`src/rtl/hs_pkg.sv`:
```
package hs_pkg;
   typedef struct packed {
      logic inserted;
      logic host_ok;
      logic card_ok;
   } hs_qual_t;
endpackage

```
`src/rtl/hs_qual.sv`:
```
module hs_qual #(
   parameter int N_AUX = 2,
   parameter logic [N_AUX-1:0] AUX_CARD_MASK = '0
) (
   input  logic             vsel,
   input  logic             host5_ok,
   input  logic             host3_ok,
   input  logic             card5_ok,
   input  logic             card3_ok,
   input  logic [N_AUX-1:0] aux_ok,
   input  logic [1:0]       bdsel_n,
   output hs_pkg::hs_qual_t qual
);
   logic [N_AUX-1:0] aux_host_good;
   logic [N_AUX-1:0] aux_card_good;

   // each auxiliary monitor lands in exactly one group
   for (genvar i = 0; i < N_AUX; i++) begin : g_aux
      if (AUX_CARD_MASK[i]) begin : g_card
         assign aux_card_good[i] = aux_ok[i];
         assign aux_host_good[i] = 1'b1;
      end else begin : g_host
         assign aux_card_good[i] = 1'b1;
         assign aux_host_good[i] = aux_ok[i];
      end
   end

   logic host_rails;
   assign host_rails = vsel ? host3_ok : (host5_ok & host3_ok);

   assign qual.inserted = (bdsel_n == 2'b00);
   assign qual.host_ok  = host_rails & (&aux_host_good);
   assign qual.card_ok  = card5_ok & card3_ok & (&aux_card_good);
endmodule

```
`src/rtl/hs_breaker.sv`:
```
module hs_breaker #(
   parameter int N_SENSE    = 2,
   parameter int FILT_TICKS = 16
) (
   input  logic               clk,
   input  logic               rst_n,
   input  logic               tick_us,
   input  logic [N_SENSE-1:0] oc_trip,
   input  logic               pwr_en,
   output logic               trip_now,
   output logic               fault_q
);
   localparam int CW = $clog2(FILT_TICKS + 1);
   localparam logic [CW-1:0] CMAX = CW'(FILT_TICKS);

   logic [N_SENSE-1:0] ch_trip;

   for (genvar i = 0; i < N_SENSE; i++) begin : g_ch
      logic [CW-1:0] cnt_q;
      always_ff @(posedge clk or negedge rst_n) begin
         if (!rst_n)
            cnt_q <= '0;
         else if (!oc_trip[i])
            cnt_q <= '0;
         else if (tick_us && cnt_q != CMAX)
            cnt_q <= cnt_q + 1'b1;
      end
      assign ch_trip[i] = oc_trip[i] & tick_us & (cnt_q == CMAX);
   end

   assign trip_now = |ch_trip;

   always_ff @(posedge clk or negedge rst_n) begin
      if (!rst_n)
         fault_q <= 1'b0;
      else if (trip_now)
         fault_q <= 1'b1;
      else if (!pwr_en)
         fault_q <= 1'b0;
   end
endmodule

```
`src/rtl/hs_ctrl.sv`:
```
module hs_ctrl #(
   parameter int RST_TICKS = 25000
) (
   input  logic             clk,
   input  logic             rst_n,
   input  logic             tick_us,
   input  hs_pkg::hs_qual_t qual,
   input  logic             pwr_en,
   input  logic             sw_gate,
   input  logic             trip_now,
   input  logic             fault_q,
   output logic             gate_en,
   output logic             drv_on_n,
   output logic             healthy_n,
   output logic             card_rst
);
   localparam int RW = $clog2(RST_TICKS + 1);
   localparam logic [RW-1:0] RMAX = RW'(RST_TICKS);

   logic          gate_d;
   logic          good_d;
   logic [RW-1:0] rcnt_q;

   assign gate_d = qual.inserted & qual.host_ok & (pwr_en | sw_gate)
                 & ~fault_q & ~trip_now;
   assign good_d = gate_d & qual.card_ok;

   always_ff @(posedge clk or negedge rst_n) begin
      if (!rst_n) begin
         gate_en   <= 1'b0;
         drv_on_n  <= 1'b1;
         healthy_n <= 1'b1;
         card_rst  <= 1'b1;
         rcnt_q    <= '0;
      end else begin
         gate_en   <= gate_d;
         drv_on_n  <= ~gate_d;
         healthy_n <= ~good_d;
         card_rst  <= ~(good_d & (rcnt_q == RMAX));
         if (!good_d)
            rcnt_q <= '0;
         else if (tick_us && rcnt_q != RMAX)
            rcnt_q <= rcnt_q + 1'b1;
      end
   end
endmodule

```
`src/rtl/hotswap_seq.sv`:
```
module hotswap_seq #(
   parameter int N_AUX      = 2,
   parameter int N_SENSE    = 2,
   parameter logic [N_AUX-1:0] AUX_CARD_MASK = '0,
   parameter int FILT_TICKS = 16,
   parameter int RST_TICKS  = 25000
) (
   input  logic               clk,
   input  logic               rst_n,
   input  logic               tick_us,
   input  logic               vsel,
   input  logic               host5_ok,
   input  logic               host3_ok,
   input  logic               card5_ok,
   input  logic               card3_ok,
   input  logic [N_AUX-1:0]   aux_ok,
   input  logic [N_SENSE-1:0] oc_trip,
   input  logic [1:0]         bdsel_n,
   input  logic               pwr_en,
   input  logic               sw_gate,
   output logic               gate_en,
   output logic               drv_on_n,
   output logic               healthy_n,
   output logic               fault_n,
   output logic               card_rst
);
   if (N_AUX < 1) begin : g_bad_aux
      $error("N_AUX must be at least 1");
   end
   if (N_SENSE < 1) begin : g_bad_sense
      $error("N_SENSE must be at least 1");
   end
   if (FILT_TICKS < 1) begin : g_bad_filt
      $error("FILT_TICKS must be at least 1");
   end
   if (RST_TICKS < 1) begin : g_bad_rst
      $error("RST_TICKS must be at least 1");
   end

   hs_pkg::hs_qual_t qual;
   logic             trip_now;
   logic             fault_q;

   hs_qual #(.N_AUX(N_AUX), .AUX_CARD_MASK(AUX_CARD_MASK)) u_qual (
      .vsel     (vsel),
      .host5_ok (host5_ok),
      .host3_ok (host3_ok),
      .card5_ok (card5_ok),
      .card3_ok (card3_ok),
      .aux_ok   (aux_ok),
      .bdsel_n  (bdsel_n),
      .qual     (qual)
   );

   hs_breaker #(.N_SENSE(N_SENSE), .FILT_TICKS(FILT_TICKS)) u_brk (
      .clk      (clk),
      .rst_n    (rst_n),
      .tick_us  (tick_us),
      .oc_trip  (oc_trip),
      .pwr_en   (pwr_en),
      .trip_now (trip_now),
      .fault_q  (fault_q)
   );

   hs_ctrl #(.RST_TICKS(RST_TICKS)) u_ctrl (
      .clk       (clk),
      .rst_n     (rst_n),
      .tick_us   (tick_us),
      .qual      (qual),
      .pwr_en    (pwr_en),
      .sw_gate   (sw_gate),
      .trip_now  (trip_now),
      .fault_q   (fault_q),
      .gate_en   (gate_en),
      .drv_on_n  (drv_on_n),
      .healthy_n (healthy_n),
      .card_rst  (card_rst)
   );

   assign fault_n = ~fault_q;
endmodule

```
`config.mk`:
```
export PLATFORM = sky130hd
export DESIGN_NAME = hotswap_seq
export DESIGN_NICKNAME = d
export VERILOG_FILES = /design/src/rtl/hs_pkg.sv /design/src/rtl/hs_qual.sv /design/src/rtl/hs_breaker.sv /design/src/rtl/hs_ctrl.sv /design/src/rtl/hotswap_seq.sv
export SDC_FILE = /design/constraint.sdc
export NUM_CORES = 1
export LEC_CHECK = 0
export BUFFER_PORTS_ARGS = -buffer_cell sky130_fd_sc_hd__buf_2
export CORE_MARGIN = 3
export CORE_UTILIZATION = 51
export DETAILED_ROUTE_END_ITERATION = 6
export GPL_ROUTABILITY_DRIVEN = 0
export PLACE_DENSITY = 0.79
export SETUP_SLACK_MARGIN = 0.02
export SLEW_MARGIN = 20
export SYNTH_ARGS = -nofsm -noshare
export SYNTH_HDL_FRONTEND = slang
export SYNTH_SLANG_ARGS = --single-unit
```
`constraint.sdc`:
```
create_clock -name clk -period 1.5 [get_ports clk]
set_input_delay 0.075 -clock clk [delete_from_list [all_inputs] [get_ports clk]]
set_output_delay 0.075 -clock clk [all_outputs]
set_load 0.02 [all_outputs]
```
; ---- Yosys cells after proc, flatten, opt, wreduce, memory -nomap -nowiden
; Index checks and enable logic that the tools add are counted.
[op_classes]
bitwise_logic = 19
n_reduce_logical = 6
add_sub_neg = 3
muxes = 9
eq_ne = 10
[op_table]
columns = operator, count
row1 = 15-bit two-way mux, 2
row2 = 5-bit two-way mux, 4
row3 = 15-bit by 1-bit adder with 15-bit output (second input constant), 1
row4 = 15-bit equality test (second input constant), 1
row5 = 15-bit inequality test (second input constant), 1
row6 = 1-bit AND, 13
row7 = 5-bit by 1-bit adder with 5-bit output (second input constant), 2
row8 = 5-bit equality test (second input constant), 2
row9 = 5-bit inequality test (second input constant), 2
row10 = 2-bit by 1-bit inequality test with 1-bit output (second input constant), 3
row11 = 1-bit NOT, 5
row12 = 1-bit logical AND, 3
row13 = 1-bit two-way mux, 3
row14 = 2-bit zero test, 1
row15 = 2-bit inequality test (second input constant), 1
row16 = 2-bit AND reduction, 1
row17 = 2-bit OR reduction, 1
row18 = 1-bit bitwise OR, 1
[word_totals]
elab_cells = 55
reg_bits = 30
output_inout_bits = 5
inputBits = 16

; ---- Longest topological paths before layout
[depth]
word_depth = 10
depth_mapped = 7
ltp_nobuf = 6

; ---- Cells and area by module
; Synthesis repeated with hierarchy kept, for this count alone.
[unflattened]
cells_unflattened = 159
area_unflattened_um2 = 1601.5
[by_module_without_submodules]
columns = module, cells_each, seq_area_each_um2, area_per_inst_um2, n_inst
row1 = hs_ctrl, 95, 479.2, 968.4, 1
row2 = hs_breaker, 60, 275.3, 608.1, 1
row3 = hs_qual, 3, 0.0, 21.3, 1
row4 = hotswap_seq, 1, 0.0, 3.8, 1

; ---- Least setup slack after synthesis
; Ideal clock, no wire load.
[synth_path]
kind = register -> register
start = register u_brk.g_ch[1].cnt_q[0]
end = register u_ctrl.card_rst
setup_slack_ns = -0.020
period_less_slack_ns = 1.520
setup_ns = 0.088
stages_incl_launch_ff = 7
path_buffers = 0
arrival_ns = 1.432
required_ns = 1.412
cell_sequence = dfrtp_1 inv_1 ha_1 nand4bb_4 o22ai_2 nand4b_4 or3_1
[synth_between]
elab_chain_cells = 8
[synth_lines]
columns = element, line_no
row1 = "start, declared", hs_breaker.sv:19  ; logic [CW-1:0] cnt_q;
row2 = "start signal, assigned", hs_breaker.sv:26  ; cnt_q <= cnt_q + 1'b1;
row3 = 5-bit equality test, hs_breaker.sv:28  ; assign ch_trip[i] = oc_trip[i] & tick_us & (cnt_q == CMAX);
row4 = 1-bit AND, hs_breaker.sv:28
row5 = 2-bit OR reduction, hs_breaker.sv:31  ; assign trip_now = |ch_trip;
row6 = 1-bit NOT, hs_ctrl.sv:25  ; & ~fault_q & ~trip_now;
row7 = 1-bit AND, hs_ctrl.sv:25
row8 = 1-bit AND, hs_ctrl.sv:26  ; assign good_d = gate_d & qual.card_ok;
row9 = 1-bit AND, hs_ctrl.sv:39  ; card_rst <= ~(good_d & (rcnt_q == RMAX));
row10 = 1-bit NOT, hs_ctrl.sv:39
row11 = "end signal, assigned", hs_ctrl.sv:39
row12 = "end, declared", hs_ctrl.sv:15  ; output logic card_rst
; No other way between the ends.
; A chain may end at the register's enable or synchronous reset.

; ---- Final worst setup path
[layout_path]
start = register u_ctrl.rcnt_q[0]
end = register u_ctrl.rcnt_q[1]
[layout_between]
elab_chain_cells = 3
elab_cells_between_ends = 6
classes_between = add/sub (1) / eq/ne (2) / mux (2) / reduce/logical (1)
[layout_lines]
columns = element, line_no
row1 = "start, declared", hs_ctrl.sv:22  ; logic [RW-1:0] rcnt_q;
row2 = "start signal, assigned", hs_ctrl.sv:43  ; rcnt_q <= rcnt_q + 1'b1;
row3 = 15-bit by 1-bit adder with 15-bit output / 15-bit inequality test (equally long branches), "hs_ctrl.sv:43, hs_ctrl.sv:42"
row4 = 15-bit two-way mux / 1-bit logical AND (equally long branches), hs_ctrl.sv:42  ; else if (tick_us && rcnt_q != RMAX)
row5 = 15-bit two-way mux / 2-bit inequality test (equally long branches), --
; Several ways; a longest one is shown, not always the timed one. The select of a mux whose other input is x is not followed.

==> key figures <==
Status
  • Status: complete, but fails checks
  • Violated checks: setup timing

Synth
  • Cell with the most instances after synthesis: dfrtp_1
  • Yosys reg bits: 30
  • Commonest cells in the netlist: 27 x dfrtp_1, 17 x xnor2_1, 16 x nor2_1, 13 x nand2_1, 11 x nand4_1
  • Yosys warns: 0
  • Synthesized area: 1670 µm²
  • Synth cell types: 37
  • Yosys top cell area share: 40.5%
  • Most used DFF post-synth: dfrtp_1
  • Area leader, netlist: dfrtp_1
  • Post-synth EDFFs: 0
  • Mapped Cells: 158
  • Syn Nets: 180
  • Synth top area cells: dfrtp_1 41%, xnor2_1 8.9%, dfstp_2 4.7%
  • Mean Syn Cell Area: 10.5 µm²
  • Seq/Total Area, Yosys: 45.3%
  • Async SR Flop Fraction: 100%

Floorplan
  • I/O pins: 21
  • Die W: 63.2 µm
  • # rows: 20
  • Initial Util: 54.1%
  • Core area: 3080 µm²
  • Die area: 3990 µm²
  • Chip Height: 63.2 µm

Power
  • Pwr/cell area: 661 nW/µm²
  • P_leak: 0.894 nW
  • Worst VDD drop: 0.561 mV

Min path
  • Worst hold stages: 2
  • Worst min-delay path class: input port to flop

Layout
  • Nets: 223
  • Post-layout util: 70.6%
  • Synth-to-Final Area Change: 30.3%
  • Share of cells above drive strength 1: 41.1%
  • Diode count: 0

Timing
  • Slew Limit Headroom: 56.3%
  • Worst Tran Pin Value: 655 ps
  • Worst Skew: 19.2 ps
  • Finish-stage setup viols: 2
  • Crit path time final: 1570 ps
  • Fin crit share: 105%
  • Final hold violations: 0
  • PnR worst setup slack: -71.3 ps
  • Pins over their slew limit: 0
  • Hold WS: 12.1 ps
  • Final TNS setup: -109 ps
  • Achievable Freq: 0.636 GHz
  • RSZ-0062 raised after global routing: true

Drt
  • Via density: 5.38
  • First-pass DRT Iterations: 4
  • Drt wl/cell: 14.8 µm
  • Routed Antenna Nets: 0
  • Initial DRC Count: 54
  • Final wirelength: 3.63 mm
  • Post-route DRC violation count: 0
  • Vias: 1324

Worst setup path
  • WS Path Type: flop to flop
  • Critical path's slowest cell: dfrtp_1
  • Worst reg2reg path depth: 6
  • Crit path DAT: 1790 ps
  • CP peak stage delay: 410 ps
  • CP Capture Type: flop
  • Worst Path Required: 1720 ps
  • Critical Path Start Type: flop
  • Crit-path cells: inv_2 > ha_2 > nor4bb_4 > a41o_1 > mux2i_1 > nor2_1
  • Crit path max fanout: 2

Global routing
  • Largest net degree at the start of global routing: 31
  • First-pass GRT wire length: 5.81 mm
  • Vias in the first global route: 1304
  • Initial antenna violation count: 0
  • GRT overflow: 0
  • Gr usage total: 18.8%

Clock tree
  • Clk slew on worst S/H paths: 110 ps
  • Max clock buf depth: 2
  • Clock tree sinks: 30
  • CTS buffer count: 5
  • Clock Tree Root: clkbuf_4
  • H-tree depth: 2
  • Worst skew pair latency: 350 ps
  • CTS tree: yes

Flow run
  • Max Cap Viol: 0

Place
  • Dpl hpwl: 2.30 mm
  • Pre-CTS setup slack: -117 ps
  • Port bufs: 20
-- state kept, by name, summed over array words and instances (netlist names) --
name	count
u_brk.g_ch.cnt_q	10
u_ctrl.card_rst	1
u_ctrl.gate_en	1
u_brk.fault_q	1
u_ctrl.rcnt_q	15
u_ctrl.healthy_n	1
u_ctrl.drv_on_n	1
-- layout make-up --
type,count,area [µm²]
multi-input cells,113,972
fillers,229,906
flip-flops and latches,30,756
repair buffers,42,304
well taps,44,55.1
clock buffers,6,41.3
inverters,9,33.8
clock inverters,2,10.0
-- cell usage in the layout, fill, tap and decap left out, types with 2 or more instances in the layout --
| cell | count |
|---|---|
| inv_2 | 3 |
| buf_2 | 20 |
| ha_4 | 2 |
| nand4b_4 | 2 |
| ha_2 | 2 |
| xnor2_1 | 16 |
| dlygate4sd3_1 | 2 |
| nor4b_2 | 2 |
| nand3_1 | 8 |
| nor4_2 | 2 |
| nor2_4 | 2 |
| nand4bb_4 | 2 |
| clkbuf_4 | 5 |
| buf_4 | 17 |
| dfstp_2 | 3 |
| nor2_2 | 5 |
| ha_1 | 2 |
| dfrtp_1 | 26 |
| and2_1 | 9 |
| xor2_1 | 4 |
| inv_1 | 6 |
| nor3_2 | 2 |
| nand2_1 | 13 |
| nand4_1 | 11 |
| clkinv_2 | 2 |
| nor2_1 | 9 |
| a21boi_0 | 2 |
-- worst paths after layout --
path                                  start                     end  slack (ps)
max                        u_ctrl.rcnt_q[0]        u_ctrl.rcnt_q[1]         -70
max reg2reg                u_ctrl.rcnt_q[0]        u_ctrl.rcnt_q[1]         -70
min                              oc_trip[1]  u_brk.g_ch[1].cnt_q[4]          10
min reg2reg                   u_brk.fault_q           u_brk.fault_q         520
min in group asynchronous             rst_n          u_ctrl.gate_en         270
max in group asynchronous             rst_n        u_ctrl.rcnt_q[4]         770
-- stage by stage --
stage,cell area (µm²),total power (W),instances
finish,2170,0.00144,246
global route,2170,0.00152,246
CTS,2000,0.00142,241
detailed placement,1910,0.000972,229
global placement,1910,0.000965,229
floorplan,1680,0.000904,158
-- cells by family (layout without fill, tap and decap cells) --
| logic type | after synthesis | count (layout) | share of synthesized area [%] |
|---|---|---|---|
| and+or+nand+nor | 77 | 77 | 30.9 |
| DFF | 30 | 30 | 45.3 |
| xor gates and xnor gates | 21 | 21 | 11.0 |
| buffers and inverters | 15 | 59 | 4.05 |
| AOI/OAI and AO/OA | 8 | 8 | 3.68 |
| adders and majority gates | 6 | 6 | 4.50 |
| muxes | 1 | 1 | 0.601 |
-- worst max-delay path: cells and delay by family, from the launching register on --
family	cells	cell delay, ps
flip-flops	1	410
AND/OR/NAND/NOR	2	300
adder cells (fa/ha/maj)	1	190
AO/OA/AOI/OAI	1	260
buffers and inverters	1	80
multiplexers	1	230
-- repair_timing --
action,CTS,global route
gates cloned,0,1
endpoints found under the hold margin,28,0
endpoints found under the setup margin,4,16
resized for setup,3,28
setup buffers,2,4
hold buffers,2,0
pin swaps,2,8
-- per-layer routing --
layer  vias to the layer above  wire (µm)  GRT usage, %
li1                        630          -             -
met2                        51       1840          31.6
met1                       630       1410          21.2
met4                         0        116          8.26
met5                         -          0             0
met3                        13        261          6.77
-- power breakdown --
group          switching (W)  internal, W
Sequential        0.00000706     0.000820
Clock               0.000275     0.000178
Combinational      0.0000819    0.0000752
Note: power is estimated with default switching activity, not from simulation.
